**config.mk**
```make
export PLATFORM = sky130hd
export DESIGN_NAME = uart_rx_err
export DESIGN_NICKNAME = d
export VERILOG_FILES = /design/src/rtl/uart_rx_pkg.sv /design/src/rtl/uart_rx_sampler.sv /design/src/rtl/uart_rx_frame.sv /design/src/rtl/uart_rx_regs.sv /design/src/rtl/uart_rx_err.sv
export SDC_FILE = /design/constraint.sdc
export NUM_CORES = 1
export LEC_CHECK = 0
export BUFFER_PORTS_ARGS = -buffer_cell sky130_fd_sc_hd__buf_2
export CORE_ASPECT_RATIO = 1.4
export CORE_MARGIN = 2
export CORE_UTILIZATION = 45
export DETAILED_ROUTE_END_ITERATION = 8
export PLACE_DENSITY = 0.65
export SYNTH_ARGS = -nofsm -noshare
export SYNTH_HDL_FRONTEND = slang
export SYNTH_SLANG_ARGS = --single-unit
```
**constraint.sdc**
```tcl
create_clock -name clk_i -period 1.8 [get_ports clk_i]
set_input_delay 0.18 -clock clk_i [delete_from_list [all_inputs] [get_ports clk_i]]
set_output_delay 0.18 -clock clk_i [all_outputs]
set_load 0.1 [all_outputs]
```
**src/rtl/uart_rx_pkg.sv**
```systemverilog
package uart_rx_pkg;
  typedef enum logic [2:0] {ST_IDLE, ST_START, ST_DATA, ST_PAR, ST_STOP} rx_state_e;

  localparam logic [1:0] A_DATA  = 2'd0;
  localparam logic [1:0] A_STAT  = 2'd1;
  localparam logic [1:0] A_STAT2 = 2'd2;
  localparam logic [1:0] A_CTRL  = 2'd3;

  localparam int E_NOISE  = 0;
  localparam int E_FRAME  = 1;
  localparam int E_PARITY = 2;
  localparam int NUM_ERR  = 3;

  localparam int REG_W = 8;
endpackage

```
**src/rtl/uart_rx_sampler.sv**
```systemverilog
module uart_rx_sampler #(
  parameter int SYNC_STAGES = 2,
  parameter int CW          = 4
) (
  input  logic          clk_i,
  input  logic          rst_ni,
  input  logic          rxd_i,
  input  logic          tick_i,
  input  logic [CW-1:0] cnt_i,
  output logic          rx_o,
  output logic          vote_o,
  output logic          noisy_o
);
  localparam int MID = (2 ** CW) / 2;

  logic [SYNC_STAGES-1:0] sync_q;
  logic [1:0]             smp_q;

  always_ff @(posedge clk_i or negedge rst_ni) begin
    if (!rst_ni) sync_q <= '1;
    else         sync_q <= {sync_q[SYNC_STAGES-2:0], rxd_i};
  end

  assign rx_o = sync_q[SYNC_STAGES-1];

  // samples 7 and 8 are held; sample 9 is the live value
  always_ff @(posedge clk_i or negedge rst_ni) begin
    if (!rst_ni) smp_q <= 2'b11;
    else if (tick_i) begin
      if (cnt_i == CW'(MID - 2)) smp_q[0] <= rx_o;
      if (cnt_i == CW'(MID - 1)) smp_q[1] <= rx_o;
    end
  end

  assign vote_o  = (smp_q[0] & smp_q[1]) | (smp_q[0] & rx_o) | (smp_q[1] & rx_o);
  assign noisy_o = !((smp_q[0] == smp_q[1]) && (smp_q[1] == rx_o));
endmodule

```
**src/rtl/uart_rx_frame.sv**
```systemverilog
module uart_rx_frame
  import uart_rx_pkg::*;
#(
  parameter int DATA_BITS = 8,
  parameter int CW        = 4
) (
  input  logic                 clk_i,
  input  logic                 rst_ni,
  input  logic                 tick_i,
  input  logic                 rx_i,
  input  logic                 vote_i,
  input  logic                 noisy_i,
  input  logic                 par_en_i,
  input  logic                 par_odd_i,
  output logic [CW-1:0]        cnt_o,
  output logic                 busy_o,
  output logic                 done_o,
  output logic [DATA_BITS-1:0] data_o,
  output logic [NUM_ERR-1:0]   err_o,
  output logic                 brk_o
);
  localparam int BW = (DATA_BITS > 1) ? $clog2(DATA_BITS) : 1;
  localparam logic [CW-1:0] EVAL = CW'((2 ** CW) / 2);
  localparam logic [CW-1:0] LAST = CW'((2 ** CW) - 1);

  rx_state_e            state_q;
  logic [CW-1:0]        cnt_q;
  logic [BW-1:0]        bit_q;
  logic [DATA_BITS-1:0] shift_q;
  logic                 noise_q, zero_q, par_q;

  always_ff @(posedge clk_i or negedge rst_ni) begin
    if (!rst_ni) begin
      state_q <= ST_IDLE;
      cnt_q   <= '0;
      bit_q   <= '0;
      shift_q <= '0;
      noise_q <= 1'b0;
      zero_q  <= 1'b0;
      par_q   <= 1'b0;
    end else if (tick_i) begin
      if (state_q == ST_IDLE) begin
        if (!rx_i) begin
          state_q <= ST_START;
          cnt_q   <= CW'(1);
          bit_q   <= '0;
          noise_q <= 1'b0;
          zero_q  <= 1'b1;
          par_q   <= 1'b0;
        end
      end else begin
        cnt_q <= cnt_q + 1'b1;
        if (cnt_q == EVAL) begin
          noise_q <= noise_q | noisy_i;
          case (state_q)
            ST_START: if (vote_i) state_q <= ST_IDLE;
            ST_DATA: begin
              shift_q <= {vote_i, shift_q[DATA_BITS-1:1]};
              par_q   <= par_q ^ vote_i;
              zero_q  <= zero_q & ~vote_i;
            end
            ST_PAR: begin
              par_q  <= par_q ^ vote_i;
              zero_q <= zero_q & ~vote_i;
            end
            ST_STOP: state_q <= ST_IDLE;
            default: ;
          endcase
        end
        if (cnt_q == LAST) begin
          case (state_q)
            ST_START: state_q <= ST_DATA;
            ST_DATA: begin
              if (bit_q == BW'(DATA_BITS - 1)) state_q <= par_en_i ? ST_PAR : ST_STOP;
              else bit_q <= bit_q + 1'b1;
            end
            ST_PAR:  state_q <= ST_STOP;
            default: ;
          endcase
        end
      end
    end
  end

  assign cnt_o  = cnt_q;
  assign busy_o = (state_q != ST_IDLE);
  assign done_o = tick_i && (state_q == ST_STOP) && (cnt_q == EVAL);
  assign data_o = shift_q;
  assign err_o[E_NOISE]  = noise_q | noisy_i;
  assign err_o[E_FRAME]  = ~vote_i;
  assign err_o[E_PARITY] = par_en_i & (par_q ^ par_odd_i);
  assign brk_o  = zero_q & ~vote_i;

  AST_CNT_ONLY_ON_TICK: assert property (@(posedge clk_i) disable iff (!rst_ni)
    !tick_i |=> $stable(cnt_q));
  AST_BREAK_IS_FRAME_ERR: assert property (@(posedge clk_i) disable iff (!rst_ni)
    (done_o && brk_o) |-> err_o[E_FRAME]);
  AST_FALSE_START_IDLE: assert property (@(posedge clk_i) disable iff (!rst_ni)
    (tick_i && state_q == ST_START && cnt_q == EVAL && vote_i) |=> (state_q == ST_IDLE));
endmodule

```
**src/rtl/uart_rx_regs.sv**
```systemverilog
module uart_rx_regs
  import uart_rx_pkg::*;
#(
  parameter int DATA_BITS = 8
) (
  input  logic                 clk_i,
  input  logic                 rst_ni,
  input  logic [1:0]           addr_i,
  input  logic                 rd_i,
  input  logic                 wr_i,
  input  logic [REG_W-1:0]     wdata_i,
  input  logic                 done_i,
  input  logic [DATA_BITS-1:0] data_i,
  input  logic [NUM_ERR-1:0]   err_i,
  input  logic                 brk_i,
  input  logic                 busy_i,
  output logic [REG_W-1:0]     rdata_o,
  output logic [NUM_ERR-1:0]   irq_o,
  output logic                 par_en_o,
  output logic                 par_odd_o
);
  logic [REG_W-1:0]     ctrl_q;
  logic [DATA_BITS-1:0] data_q;
  logic [NUM_ERR-1:0]   flag_q, arm_q, set_ev, flag_n, arm_n;
  logic                 brk_q;
  logic                 rd_stat, rd_data;

  assign rd_stat = rd_i && (addr_i == A_STAT);
  assign rd_data = rd_i && (addr_i == A_DATA);
  assign set_ev  = done_i ? err_i : '0;

  always_comb begin
    flag_n = (flag_q & ~(rd_data ? arm_q : '0)) | set_ev;
    if (rd_stat)      arm_n = flag_q;
    else if (rd_data) arm_n = '0;
    else              arm_n = arm_q;
    arm_n = arm_n & ~set_ev; // a fresh error must survive the next data read
  end

  always_ff @(posedge clk_i or negedge rst_ni) begin
    if (!rst_ni) begin
      ctrl_q <= '0;
      data_q <= '0;
      flag_q <= '0;
      arm_q  <= '0;
      brk_q  <= 1'b0;
    end else begin
      flag_q <= flag_n;
      arm_q  <= arm_n;
      if (done_i) begin
        data_q <= data_i;
        brk_q  <= brk_i;
      end
      if (wr_i && addr_i == A_CTRL) ctrl_q <= wdata_i;
    end
  end

  always_comb begin
    case (addr_i)
      A_DATA:  rdata_o = REG_W'(data_q);
      A_STAT:  rdata_o = REG_W'(flag_q);
      A_STAT2: rdata_o = {{(REG_W-2){1'b0}}, brk_q, busy_i};
      default: rdata_o = ctrl_q;
    endcase
  end

  assign irq_o     = flag_q & ctrl_q[2 +: NUM_ERR];
  assign par_en_o  = ctrl_q[0];
  assign par_odd_o = ctrl_q[1];

  for (genvar i = 0; i < NUM_ERR; i++) begin : g_flag_chk
    AST_FLAG_RISE_NEEDS_EVENT: assert property (@(posedge clk_i) disable iff (!rst_ni)
      $rose(flag_q[i]) |-> $past(done_i && err_i[i]));
    AST_FLAG_FALL_ON_DATA_READ: assert property (@(posedge clk_i) disable iff (!rst_ni)
      $fell(flag_q[i]) |-> $past(rd_data && arm_q[i]));
    AST_NEW_ERROR_KEPT: assert property (@(posedge clk_i) disable iff (!rst_ni)
      (done_i && err_i[i]) |=> flag_q[i]);
  end
endmodule

```
**src/rtl/uart_rx_err.sv**
```systemverilog
module uart_rx_err
  import uart_rx_pkg::*;
#(
  parameter int DATA_BITS = 8,
  parameter int OSR_LOG2  = 4,
  parameter int SYNC_STAGES = 2
) (
  input  logic             clk_i,
  input  logic             rst_ni,
  input  logic             os_tick_i,
  input  logic             rxd_i,
  input  logic [1:0]       addr_i,
  input  logic             rd_i,
  input  logic             wr_i,
  input  logic [REG_W-1:0] wdata_i,
  output logic [REG_W-1:0] rdata_o,
  output logic             irq_noise_o,
  output logic             irq_frame_o,
  output logic             irq_parity_o
);
  logic [OSR_LOG2-1:0]  cnt;
  logic                 rx_s, vote, noisy, busy, done, brk, par_en, par_odd;
  logic [DATA_BITS-1:0] data;
  logic [NUM_ERR-1:0]   err, irq;

  uart_rx_sampler #(.SYNC_STAGES(SYNC_STAGES), .CW(OSR_LOG2)) i_sampler (
    .clk_i, .rst_ni, .rxd_i, .tick_i(os_tick_i), .cnt_i(cnt),
    .rx_o(rx_s), .vote_o(vote), .noisy_o(noisy)
  );

  uart_rx_frame #(.DATA_BITS(DATA_BITS), .CW(OSR_LOG2)) i_frame (
    .clk_i, .rst_ni, .tick_i(os_tick_i), .rx_i(rx_s), .vote_i(vote), .noisy_i(noisy),
    .par_en_i(par_en), .par_odd_i(par_odd), .cnt_o(cnt), .busy_o(busy),
    .done_o(done), .data_o(data), .err_o(err), .brk_o(brk)
  );

  uart_rx_regs #(.DATA_BITS(DATA_BITS)) i_regs (
    .clk_i, .rst_ni, .addr_i, .rd_i, .wr_i, .wdata_i,
    .done_i(done), .data_i(data), .err_i(err), .brk_i(brk), .busy_i(busy),
    .rdata_o, .irq_o(irq), .par_en_o(par_en), .par_odd_o(par_odd)
  );

  assign irq_noise_o  = irq[E_NOISE];
  assign irq_frame_o  = irq[E_FRAME];
  assign irq_parity_o = irq[E_PARITY];

  AST_STAT2_UPPER_ZERO: assert property (@(posedge clk_i) disable iff (!rst_ni)
    (addr_i == A_STAT2) |-> (rdata_o[REG_W-1:2] == '0));
  AST_IRQ_OFF_AFTER_RESET: assert property (@(posedge clk_i) disable iff (!rst_ni)
    $rose(rst_ni) |-> !(irq_noise_o || irq_frame_o || irq_parity_o));
endmodule

```
==> run metrics <==
Crit Path Class flip-flop to output pin; top-count cell post-synth dfrtp_1; most frequent cells after synthesis dfrtp_1 (44), mux2_2 (23), nand2_1 (20); nets@finish approximately 260; fin crit share 107%; clock-pin slew on the worst setup and hold paths 0.09 ns; worst path required time 1.62 ns; Die Wd around 65 um; post-route ant nets 0; total grt overflow 0; slowest stage delay, CP 0.50 ns; R2R depth 4; multi-input logic area around 1100 um^2; DPL Wire Length between 3000 and 4000 um; routed via count 1,666; worst vdd ir 565 uV; Max Slew Vio Count 0; max_cap viols 0; CTS Root Cell clkbuf_8; WHS Path Cells 2; Seq cells post-synth 48; startpoint types flip-flop; Synth area leaders dfrtp_1 (46%), mux2_2 (11%), dfstp_2 (4.4%); largest net degree at the start of global routing between 40 and 50; synthesized instance count 202; hold worst-path end i_regs.ctrl_q[1]; WL final 4650 um; CP arrival 1.75 ns; # H-tree levels 2; Worst-Skew Late Latency approximately 0.30 ns; final worst path period need 1.93 ns; fin util 54.7%; first-pass GRT wire length 7780 um; Reg2Reg Capture Point i_frame.bit_q[0]; Slew @ Worst Pin 0.606 ns; Final GP Congestion 0.771; syn nets between 200 and 250; DR pass1 iterations 4; post-route setup slack -0.131 ns; Yosys warning count 0; die height approximately 90 um; fraction of registers with async set/reset 100%; Initial Util 46.3%; top cell type's share of synthesized area 46.4%; wire length per cell 15.1 um; Critical Path End Type output pin; setup violators final 1; failing checks negative setup slack; initial antenna violation count 0; Area Overhead vs Synth 18.1%; Final Hold Fails 0; hold_sp wdata_i[1]; average cell area after synthesis between 10 and 15 um^2; crit-path max FO 2; reg-to-reg slack, setup 0.09 ns; Non-Filler Cell Area, Final 2800 um^2; Critical-path top delay cell mux4_2; worst reg2reg path startpoint i_frame.bit_q[0]; vias in the first global route 1,659; Total Power 0.00328 W; Die Area 5880 um^2; sequential cell area 1210 um^2; Cell Area, Synth 2370 um^2; Unique masters post-synth 44; f_max 0.518 GHz; PortBufs 26; layout cells sized above 1 37.6%; RSZ-0062 raised after global routing yes; number of synthesized flops with an enable pin 0; Lkg Pwr 1.33 nW; vias per inst roughly 5.4; outcome finished with violations; hold crit path type input port to flip-flop; TritonCTS Sinks 48; Pwr Density 1170 nW/um^2; num ports 27; CP cell instances or3_4, mux4_2, buf_12; core area 5120 um^2; TritonCTS clock tree yes; Total GRT Usage around 17%; Filler Cell Count 478; CTS Buf Count 5; Slew HR about three fifths; Synth area leader dfrtp_1; Clock Path Buffers 2; Initial DRC Count 86; Post-DP Area approximately 2600 um^2; Setup Skew 0.00535 ns; ant diodes 0; Setup TNS -0.131 ns; row cnt 31; Remaining DRCs 0; sequential fraction of the synthesis area 50.8%; Main synth FF type dfrtp_1; Post-Place Setup Slack 0.0349 ns
worst max-delay path: cells and delay by family, from the launching register on:
kind / cells / cell delay, ns
mux: 1 / 0.50
buf+inv: 1 / 0.19
flops: 1 / 0.38
simple gates: 1 / 0.39
flip-flops by register name, indices dropped and copies added (netlist names), 3 cells and up:
| signal | count |
|---|---|
| i_frame.state_q | 3 |
| i_frame.data_o | 8 |
| i_regs.arm_q | 3 |
| i_regs.ctrl_q | 8 |
| i_regs.data_q | 8 |
| i_frame.bit_q | 3 |
| i_frame.cnt_o | 4 |
| i_regs.flag_q | 3 |
routing by layer:
| layer | up-vias | wire length (um) | part of all wire, % | track usage, % |
|---|---|---|---|---|
| met2 | 34 | 2430 | 52 | 30.4 |
| li1 | 811 | - | - | - |
| met1 | 817 | 2020 | 44 | 21.0 |
| met4 | 0 | 42 | 0.90 | 4.17 |
| met5 | - | 0 | 0 | 0 |
| met3 | 4 | 155 | 3.3 | 3.38 |
cell families after synthesis:
group | after synthesis | share of synthesized area, %
mux | 28 | 14.1
fa+ha+maj | 7 | 3.69
compound gates | 36 | 11.0
buf+inv | 17 | 3.74
xor+xnor | 1 | 0.369
simple gates | 65 | 16.3
flops | 48 | 50.8
report_power, final:
part | switching [W] | internal [W]
combinational | 0.000677 | 0.000474
clock | 0.000356 | 0.000311
sequential | 0.000179 | 0.00128
layout make-up:
cell class                      instances  area share [%]
Inverter                                6           0.804
Clock inverter                          2           0.536
Timing Repair Buffer                   43            9.92
Tap cell                               66            2.95
Clock buffer                            6            2.95
Sequential cell                        48            43.1
Multi-Input combinational cell        137            39.8
through the flow:
stage	std cells	hold slack, ns
2_1_floorplan	202	-0.116
3_3_place_gp	297	0.285
3_5_place_dp	297	0.287
4_1_cts	307	0.0997
5_1_grt	308	0.0968
6_report	308	0.106
cells in the final DEF (no fill, tap or decap), types with 4 or more instances in the layout:
master | synthesis | layout
clkbuf_8 | 0 | 6
and2_1 | 4 | 4
buf_2 | 5 | 25
inv_1 | 6 | 4
o21ai_0 | 11 | 9
buf_4 | 3 | 15
a22o_1 | 8 | 8
nor2b_1 | 4 | 4
dfstp_2 | 4 | 4
mux2_2 | 23 | 23
dfrtp_1 | 44 | 44
nand2_1 | 20 | 20
nand3_1 | 12 | 12
nor2_1 | 5 | 5
ha_1 | 7 | 6
what timing repair did:
action,CTS,global route
cloned,0,0
endpoints found under the hold margin,45,0
setup endpoints to repair,1,19
setup buffers,0,1
gates resized for setup,5,8
hold buffers,2,0
pin swaps,0,2
how the worst max path moves through the flow:
stage | from | slack [ns] | end
2_1_floorplan | i_frame.state_q[2] | -0.08 | rdata_o[0]
3_3_place_gp | i_frame.cnt_o[1] | 0.07 | i_frame.state_q[0]
3_5_place_dp | i_frame.cnt_o[1] | 0.03 | i_frame.state_q[0]
4_1_cts | i_frame.state_q[1] | -0.16 | rdata_o[0]
5_1_grt | i_frame.state_q[1] | -0.19 | rdata_o[0]
6_report | i_frame.state_q[1] | -0.13 | rdata_o[0]
Power figures use the tool's default switching activity.
